--- src/rtl/nand_erase_pkg.sv ---
package nand_erase_pkg;

  typedef enum logic [2:0] {
    ST_IDLE,
    ST_WR_LO,
    ST_WR_HI,
    ST_WAIT_WB,
    ST_WAIT_RDY,
    ST_RD_LO,
    ST_FIN
  } seqState_t;

  typedef struct packed {
    logic loadAddr;
    logic cntClr;
    logic cntInc;
    logic idxInc;
    logic capStat;
    logic setTmo;
  } dpCtrl_t;

  localparam logic [7:0] CMD_SETUP   = 8'h60;
  localparam logic [7:0] CMD_CONFIRM = 8'hD0;
  localparam logic [7:0] CMD_STATUS  = 8'h70;
  localparam int ADDR_BYTES  = 3;
  localparam int IDX_CONFIRM = 4;
  localparam int IDX_STATUS  = 5;

endpackage

--- src/rtl/nand_erase_dp.sv ---
module nand_erase_dp
  import nand_erase_pkg::*;
#(
  parameter int PAGE_BITS = 6,
  parameter int CNT_W     = 9
) (
  input  logic                    clk,
  input  logic                    rstN,
  input  dpCtrl_t                 ctl,
  input  logic [8*ADDR_BYTES-1:0] rowAddr,
  input  logic [7:0]              ioIn,
  output logic [CNT_W-1:0]        cnt,
  output logic [2:0]              idx,
  output logic [7:0]              ioByte,
  output logic                    isCmd,
  output logic                    pass,
  output logic                    wpFault,
  output logic                    timeout
);

  localparam int ROW_W = 8 * ADDR_BYTES;
  localparam logic [ROW_W-1:0] PAGE_MASK = ROW_W'((1 << PAGE_BITS) - 1);

  logic [ROW_W-1:0] rowReg;
  logic [7:0]       addrByte [ADDR_BYTES];
  logic             unusedIo;

  assign unusedIo = ^ioIn[6:1];

  genvar g;
  generate
    for (g = 0; g < ADDR_BYTES; g++) begin : gAddr
      assign addrByte[g] = rowReg[8*g +: 8];
    end
  endgenerate

  always_ff @(posedge clk) begin
    if (!rstN) begin
      rowReg  <= '0;
      cnt     <= '0;
      idx     <= '0;
      pass    <= 1'b0;
      wpFault <= 1'b0;
      timeout <= 1'b0;
    end else begin
      if (ctl.loadAddr) rowReg <= rowAddr & ~PAGE_MASK;
      if (ctl.cntClr)      cnt <= '0;
      else if (ctl.cntInc) cnt <= cnt + 1'b1;
      if (ctl.loadAddr)    idx <= '0;
      else if (ctl.idxInc) idx <= idx + 1'b1;
      if (ctl.loadAddr) begin
        pass    <= 1'b0;
        wpFault <= 1'b0;
        timeout <= 1'b0;
      end else begin
        if (ctl.capStat) begin
          pass    <= ~ioIn[0] & ioIn[7];
          wpFault <= ~ioIn[7];
        end
        if (ctl.setTmo) timeout <= 1'b1;
      end
    end
  end

  always_comb begin
    case (idx)
      3'd0:    ioByte = CMD_SETUP;
      3'd1:    ioByte = addrByte[0];
      3'd2:    ioByte = addrByte[1];
      3'd3:    ioByte = addrByte[2];
      3'd4:    ioByte = CMD_CONFIRM;
      default: ioByte = CMD_STATUS;
    endcase
  end

  assign isCmd = (idx == 3'd0) || (idx >= 3'(IDX_CONFIRM));

  // the byte index never runs past the status command
  assert_idx_range_R3: assert property (@(posedge clk) disable iff (!rstN)
    idx <= 3'(IDX_STATUS));

  // a timed-out operation never reports pass
  assert_tmo_no_pass_R9: assert property (@(posedge clk) disable iff (!rstN)
    timeout |-> !pass);

endmodule

--- src/rtl/nand_erase_ctrl.sv ---
module nand_erase_ctrl
  import nand_erase_pkg::*;
#(
  parameter int WE_LOW      = 2,
  parameter int WE_HIGH     = 2,
  parameter int WB_CYC      = 4,
  parameter int RE_LOW      = 3,
  parameter int TIMEOUT_CYC = 300,
  parameter int CNT_W       = 9
) (
  input  logic             clk,
  input  logic             rstN,
  input  logic             start,
  input  logic             rbN,
  input  logic [CNT_W-1:0] cnt,
  input  logic [2:0]       idx,
  input  logic             isCmd,
  output dpCtrl_t          ctl,
  output logic             busy,
  output logic             done,
  output logic             ceN,
  output logic             cle,
  output logic             ale,
  output logic             weN,
  output logic             reN,
  output logic             ioOe
);

  seqState_t state, nextState;
  logic      wrPhase;

  always_ff @(posedge clk) begin
    if (!rstN) state <= ST_IDLE;
    else       state <= nextState;
  end

  always_comb begin
    nextState = state;
    ctl       = '0;
    ctl.cntInc = 1'b1;
    case (state)
      ST_IDLE: begin
        ctl.cntInc = 1'b0;
        if (start) begin
          ctl.loadAddr = 1'b1;
          ctl.cntClr   = 1'b1;
          nextState    = ST_WR_LO;
        end
      end
      ST_WR_LO: if (cnt == CNT_W'(WE_LOW - 1)) begin
        ctl.cntClr = 1'b1;
        nextState  = ST_WR_HI;
      end
      ST_WR_HI: if (cnt == CNT_W'(WE_HIGH - 1)) begin
        ctl.cntClr = 1'b1;
        if (idx == 3'(IDX_CONFIRM)) begin
          ctl.idxInc = 1'b1;
          nextState  = ST_WAIT_WB;
        end else if (idx == 3'(IDX_STATUS)) begin
          nextState  = ST_RD_LO;
        end else begin
          ctl.idxInc = 1'b1;
          nextState  = ST_WR_LO;
        end
      end
      ST_WAIT_WB: if (cnt == CNT_W'(WB_CYC - 1)) begin
        ctl.cntClr = 1'b1;
        nextState  = ST_WAIT_RDY;
      end
      ST_WAIT_RDY: begin
        if (rbN) begin
          ctl.cntClr = 1'b1;
          nextState  = ST_WR_LO;
        end else if (cnt == CNT_W'(TIMEOUT_CYC - 1)) begin
          ctl.setTmo = 1'b1;
          nextState  = ST_FIN;
        end
      end
      ST_RD_LO: if (cnt == CNT_W'(RE_LOW - 1)) begin
        ctl.capStat = 1'b1;
        nextState   = ST_FIN;
      end
      ST_FIN:  nextState = ST_IDLE;
      default: nextState = ST_IDLE;
    endcase
  end

  assign wrPhase = (state == ST_WR_LO) || (state == ST_WR_HI);
  assign busy    = (state != ST_IDLE);
  assign done    = (state == ST_FIN);
  assign ceN     = (state == ST_IDLE) || (state == ST_FIN);
  assign weN     = (state != ST_WR_LO);
  assign reN     = (state != ST_RD_LO);
  assign cle     = wrPhase & isCmd;
  assign ale     = wrPhase & ~isCmd;
  assign ioOe    = wrPhase;

  // read-enable only drops once the status command is the current byte
  assert_read_after_status_R6: assert property (@(posedge clk) disable iff (!rstN)
    !reN |-> (idx == 3'(IDX_STATUS)));

  // done is a single-cycle pulse
  assert_done_pulse_R10: assert property (@(posedge clk) disable iff (!rstN)
    done |=> !done);

endmodule

--- src/rtl/nand_erase_seq.sv ---
module nand_erase_seq
  import nand_erase_pkg::*;
#(
  parameter int PAGE_BITS   = 6,
  parameter int WE_LOW      = 2,
  parameter int WE_HIGH     = 2,
  parameter int WB_CYC      = 4,
  parameter int RE_LOW      = 3,
  parameter int TIMEOUT_CYC = 300
) (
  input  logic        clk,
  input  logic        rstN,
  input  logic        start,
  input  logic [23:0] rowAddr,
  input  logic        nandRbN,
  input  logic [7:0]  nandIoIn,
  output logic        busy,
  output logic        done,
  output logic        pass,
  output logic        wpFault,
  output logic        timeout,
  output logic        nandCeN,
  output logic        nandCle,
  output logic        nandAle,
  output logic        nandWeN,
  output logic        nandReN,
  output logic [7:0]  nandIoOut,
  output logic        nandIoOe
);

  localparam int MAX_A = (WE_LOW > WE_HIGH) ? WE_LOW : WE_HIGH;
  localparam int MAX_B = (WB_CYC > RE_LOW) ? WB_CYC : RE_LOW;
  localparam int MAX_C = (MAX_A > MAX_B) ? MAX_A : MAX_B;
  localparam int MAX_CNT = (MAX_C > TIMEOUT_CYC) ? MAX_C : TIMEOUT_CYC;
  localparam int CNT_W = $clog2(MAX_CNT + 1);

  dpCtrl_t          ctl;
  logic [CNT_W-1:0] cnt;
  logic [2:0]       idx;
  logic             isCmd;

  nand_erase_ctrl #(
    .WE_LOW(WE_LOW), .WE_HIGH(WE_HIGH), .WB_CYC(WB_CYC),
    .RE_LOW(RE_LOW), .TIMEOUT_CYC(TIMEOUT_CYC), .CNT_W(CNT_W)
  ) i_ctrl (
    .clk(clk), .rstN(rstN), .start(start), .rbN(nandRbN),
    .cnt(cnt), .idx(idx), .isCmd(isCmd), .ctl(ctl),
    .busy(busy), .done(done), .ceN(nandCeN), .cle(nandCle),
    .ale(nandAle), .weN(nandWeN), .reN(nandReN), .ioOe(nandIoOe)
  );

  nand_erase_dp #(
    .PAGE_BITS(PAGE_BITS), .CNT_W(CNT_W)
  ) i_dp (
    .clk(clk), .rstN(rstN), .ctl(ctl), .rowAddr(rowAddr),
    .ioIn(nandIoIn), .cnt(cnt), .idx(idx), .ioByte(nandIoOut),
    .isCmd(isCmd), .pass(pass), .wpFault(wpFault), .timeout(timeout)
  );

  // write strobe only while the chip is selected
  assert_we_needs_ce_R3: assert property (@(posedge clk) disable iff (!rstN)
    !nandWeN |-> !nandCeN);

  // command and address latches are exclusive
  assert_latch_excl_R3: assert property (@(posedge clk) disable iff (!rstN)
    !(nandCle && nandAle));

  // chip deselected whenever idle
  assert_idle_deselect_R1: assert property (@(posedge clk) disable iff (!rstN)
    !busy |-> nandCeN);

  // never read and write at once
  assert_rd_wr_excl_R6: assert property (@(posedge clk) disable iff (!rstN)
    !nandReN |-> nandWeN);

endmodule

--- config.mk ---
export PLATFORM = sky130hd
export DESIGN_NAME = nand_erase_seq
export DESIGN_NICKNAME = d
export VERILOG_FILES = /design/src/rtl/nand_erase_pkg.sv /design/src/rtl/nand_erase_dp.sv /design/src/rtl/nand_erase_ctrl.sv /design/src/rtl/nand_erase_seq.sv
export SDC_FILE = /design/constraint.sdc
export NUM_CORES = 1
export LEC_CHECK = 0
export ABC_AREA = 0
export BUFFER_PORTS_ARGS = -buffer_cell sky130_fd_sc_hd__buf_2
export CORE_ASPECT_RATIO = 1.2
export CORE_MARGIN = 3
export CORE_UTILIZATION = 47
export CTS_CLUSTER_DIAMETER = 100
export DETAILED_ROUTE_END_ITERATION = 10
export GPL_ROUTABILITY_DRIVEN = 1
export PLACE_DENSITY = 0.8
export SLEW_MARGIN = 20
export SYNTH_ARGS = -nofsm -noshare
export SYNTH_HDL_FRONTEND = slang
export SYNTH_SLANG_ARGS = --single-unit
--- constraint.sdc ---
create_clock -name clk -period 1.8 [get_ports clk]
set_input_delay 0.09 -clock clk [delete_from_list [all_inputs] [get_ports clk]]
set_output_delay 0.09 -clock clk [all_outputs]
set_load 0.02 [all_outputs]
Word-level counts from Yosys, hierarchy flattened --
Cells that the tools add are included.
Storage, ports and cells: bits in registers 36, input bits 36, logic and storage cells 76
Operators by class: add/sub/neg operators 2, $lt $le $gt $ge 1, equal/unequal tests 23, muxes and demuxes 26, bitwise logic cells 7, reduce and logical (&&, ||, !) cells 10
Operators by type and width (count):
- $pmux 8 s5 | 1
- $mux 3 | 9
- $eq 9x2->1 const B | 2
- $pmux 3 s6 | 1
- $eq 3x3->1 const B | 5
- $mux 1 | 13
- $eq 3x2->1 const B | 4
- $add 9x1->9 const B | 1
- $eq 9x1->1 const B | 1
- $eq 9x9->1 const B | 1
- $ne 2x1->1 const B | 4
- $eq 3x1->1 const B | 2
- $logic_not 3->1 | 2
- $reduce_and 6->1 | 1
- $reduce_or 2->1 | 3
- $not 1->1 | 4
- $pmux 1 s4 | 1
- $add 3x1->3 const B | 1
- $and 1x1->1 | 3
- $ge 3x3->1 const B | 1
- $logic_or 1x1->1 | 3
- $ne 3x1->1 const B | 1
- $ne 3x2->1 const B | 1
- $ne 3x3->1 const B | 1
- 3 further kinds | 3

Longest topological paths before layout --
depth in word-level cells 5, gate-level depth with buffers 7, mapped depth without buffers 6

Hierarchy --
A second synthesis with hierarchy kept.
Second synthesis, totals: cell total of the unflattened synthesis 228, area, all modules 1970.6 um^2
By module, submodules not included:
- nand_erase_dp | times used 1, cells an instance 156, area an instance 1491.4 um^2
- nand_erase_ctrl | times used 1, cells an instance 72, area an instance 479.2 um^2

Worst setup path before layout --
OpenSTA, ideal clock, no wires.
path kind register -> register, from register i_ctrl.state[0], to register i_dp.cnt[8], setup time 0.138 ns, arrival time 1.632 ns, required time 1.662 ns, path slack 0.030 ns, cell stages (with the launch flop) 8, period minus slack after synthesis 1.770 ns, cell sequence dfxtp_1 buf_2 nor3_4 clkinv_1 and3_2 nand4_1 xor2_1 nor2_1
Between the ends: cells in the longest elaborated chain, start to end 4, elaborated cells on any way between the ends 8, classes of those cells eq/ne: 4; mux: 1; reduce/logical: 3
Ends and longest elaborated chain:
- start: declaration | RTL line nand_erase_ctrl.sv:29 | seqState_t state, nextState;
- start signal: assignment | RTL line nand_erase_ctrl.sv:34 | else state <= nextState;
- $eq 3x2->1 / $eq 3x1->1 (equally long branches) | RTL line nand_erase_ctrl.sv:41 | case (state)
- $reduce_or 2->1 (no line)
- $pmux 1 s4 | RTL line nand_erase_ctrl.sv:41
- $reduce_or 2->1 (no line)
- end signal: assignment | RTL line nand_erase_dp.sv:48 | else if (ctl.cntInc) cnt <= cnt + 1'b1;
- end: declaration | RTL line nand_erase_dp.sv:12 | output logic [CNT_W-1:0] cnt,
Parallel ways exist; a longest one is shown, timed or not. A chain may end at the register's enable or synchronous reset.

Final worst setup path --
from register i_dp.idx[0], to output nandIoOut[7]
Between the ends: cells in the longest elaborated chain, start to end 2, elaborated cells on any way between the ends 6, classes of those cells eq/ne: 4; mux: 1; reduce/logical: 1
Ends and longest elaborated chain:
- start: declaration | RTL line nand_erase_dp.sv:13 | output logic [2:0] idx,
- start signal: assignment | RTL line nand_erase_dp.sv:50 | else if (ctl.idxInc) idx <= idx + 1'b1;
- $eq 3x3->1 (tied with other cells) | RTL line nand_erase_dp.sv:66 | case (idx)
- $pmux 8 s5 (*) | RTL line nand_erase_dp.sv:66
- end: declaration | RTL line nand_erase_seq.sv:27 | output logic [7:0] nandIoOut,
Every way passes the cells marked *; elsewhere a longest branch is shown, timed or not.

==> impl_metrics.tcl <==
set metrics [dict create \
    clk_pin_slew_ns 0.07 \
    h-tree-depth 2 \
    synth_top_area_cell "dfxtp_1" \
    crit_buf_inv 1 \
    fillers 372 \
    crit_type "register to primary output" \
    leakage_uw 0.001069 \
    synth.avg_cell_area_um2 8.112 \
    end_kind "primary output" \
    synth_warnings 0 \
    synth_cells 242 \
    start_util 0.4942 \
    fin_nets 339 \
    r2r_start "i_dp.cnt[2]" \
    num_rows 25 \
    fmax_ghz 0.5703 \
    die-area_um2 4991 \
    die_x_um 65.00 \
    cp_max_fo 8 \
    slew_headroom 0.7103 \
    slowest_stage "dfxtp_2" \
    clk_latency_ns 0.29 \
    cp.arrival_ns 1.66 \
    rsz0062_at_grt "yes" \
    antenna_found_initial 0 \
    fin_setup_tns_ns 0 \
    finalClockSkew_ns 0.005849 \
    vdd_drop_max_mv 0.5803 \
    drv_slew 0 \
    utilization 0.6271 \
    ys_types 48 \
    diodes 0 \
    ant_nets 0 \
    place_inst 343 \
    grt_max_degree 27 \
    ys_seq_elements 36 \
    synth_edf_count 0 \
    grt_pass1_vias 1812 \
    drv_cap 0 \
    crit_family "compound AO/OA/AOI/OAI gates" \
    synth.area.top_cells "dfxtp_1, nand2_1, a21boi_0, nor2_1, ha_1" \
    post-route-period-util 0.9742 \
    place_area_um2 2333 \
    synth_area_um2 1963 \
    vias_per_cell 5.257 \
    die_h_um 76.80 \
    grt_first_pass_wirelength_um 8066 \
    powerDensity_nw_per_um2 1043 \
    synth_fp_nets 286 \
    layout.cells.non_filler 350 \
    grt_usage 0.2028 \
    dpl.hpwl_um 3459 \
    synthArstFlopShare 0 \
    yosys.area.top_type_share 0.3671 \
    worst_setup_path_start_kind "register" \
    ctsHoldBuffers 0 \
    regToRegSetupSlack_ns 0.12 \
    finalSetupViolations 0 \
    hold_class "input port to register" \
    synth.top_cells.by_count "nand2_1, dfxtp_1, nor2_1" \
    yosysSeqAreaShare 0.3671 \
    crit_start "i_dp.idx[0]" \
    tritoncts "yes" \
    yosysMostFrequentCell "nand2_1" \
    drive_above_1_share 0.3209 \
    ios 55 \
    cp_cell_sequence "ha_2, ha_4, a222oi_1, a21oi_1, buf_4" \
    drt_iter0_drc 137 \
    cts.sink_count 36 \
    cts_buffers 5 \
    worst_pin_slew_ns 0.4346 \
    via_count 1840 \
    finalWirelength_um 4704 \
    post_cts_buffers 0 \
    min_from "rowAddr[11]" \
    ys.flop_type "dfxtp_1" \
    clk_path_buf_depth 2 \
    first_pass_iters 4 \
    portBuffers 42 \
    status "complete, no violations" \
    period_needed_ns 1.753 \
    cts-root-buf "clkbuf_8" \
    finish.instance_area_um2 2491 \
    gp_congestion 0.8741 \
    required_ns 1.71 \
    hold_viol 0 \
    overflow 0 \
    whs_ns 0.04392 \
    worst_path_largest_cell_delay_ns 0.34 \
    wire_per_inst_um 13.44 \
    drc 0 \
    core-area_um2 3973 \
    areaGrowthSynthToFinish_pct 26.90 \
]
-- worst reg2reg max path, delay by kind of cell (launching register included) --
| family | cells | cell delay, ns |
|---|---|---|
| AND/OR/NAND/NOR | 4 | 1.07 |
| flip-flops | 1 | 0.34 |
| multiplexers | 1 | 0.16 |
-- power by group --
part	internal, uW	switching, uW	total, uW
clock	305	282	588
combinational	437	542	979
sequential	915	116	1030
-- kinds of logic after synthesis --
family,after synthesis,share of synthesized area
compound gates,46,0.1778
xor+xnor,11,0.04907
fa+ha+maj,8,0.05099
buf+inv,22,0.04525
flops,36,0.3671
mux,5,0.02613
simple gates,114,0.2836
-- cells in the final DEF (no fill, tap or decap), drive strengths merged, types with 5 or more instances in the layout --
cell type | Yosys | final
xnor2 | 5 | 5
clkbuf | 10 | 6
xor2 | 6 | 6
nand2 | 54 | 54
buf | 3 | 59
inv | 8 | 8
ha | 8 | 8
a21boi | 20 | 20
nor2b | 5 | 5
nor2 | 28 | 28
dfxtp | 36 | 36
a22oi | 5 | 5
-- registers in the layout (all words and copies together) (netlist names) --
register and flops:
i_dp.cnt 9, i_dp.wpFault 1, i_dp.pass 1, i_dp.rowReg 18
i_dp.idx 3, i_dp.timeout 1, i_ctrl.state 3
-- metal layers --
metal  vias to the layer above  global-route usage  share of wire
li1                        931                   -              -
met1                       850              0.2404           0.41
met2                        50              0.3582           0.53
met3                         9             0.03514          0.043
met4                         0             0.07400          0.017
met5                         -                   0              0
-- worst paths after layout --
kind,endpoint,cells past startpoint
worst max-delay path,nandIoOut[7],5
worst min-delay path,i_dp.rowReg[11],3
worst max register to register,i_dp.idx[1],5
worst min register to register,i_dp.rowReg[12],2
-- through the flow --
stage          worst slack (ns)  power (uW)
3_3_place_gp             0.1257        1972
4_1_cts                -0.01114        2591
5_1_grt                -0.06595        2766
3_5_place_dp            0.04134        1993
6_report                0.04650        2597
2_1_floorplan           0.02992        1666
-- what timing repair did --
item | CTS | global route
pin swaps | 2 | 2
endpoints found under the setup margin | 9 | 13
endpoints found under the hold margin | 0 | 0
resized for setup | 11 | 14
-- final cells by class --
class                      count  area [um2]  area share
clock buffer                   6       82.58     0.03315
clock inverter                 2       10.01    0.004018
inverter                       9       33.78     0.01356
multi-input combinational    184        1204      0.4832
sequential                    36       729.5      0.2928
tap                           54       67.56     0.02712
timing repair buffer          59       364.1      0.1462
No activity file was read; power rests on OpenSTA's default activity.
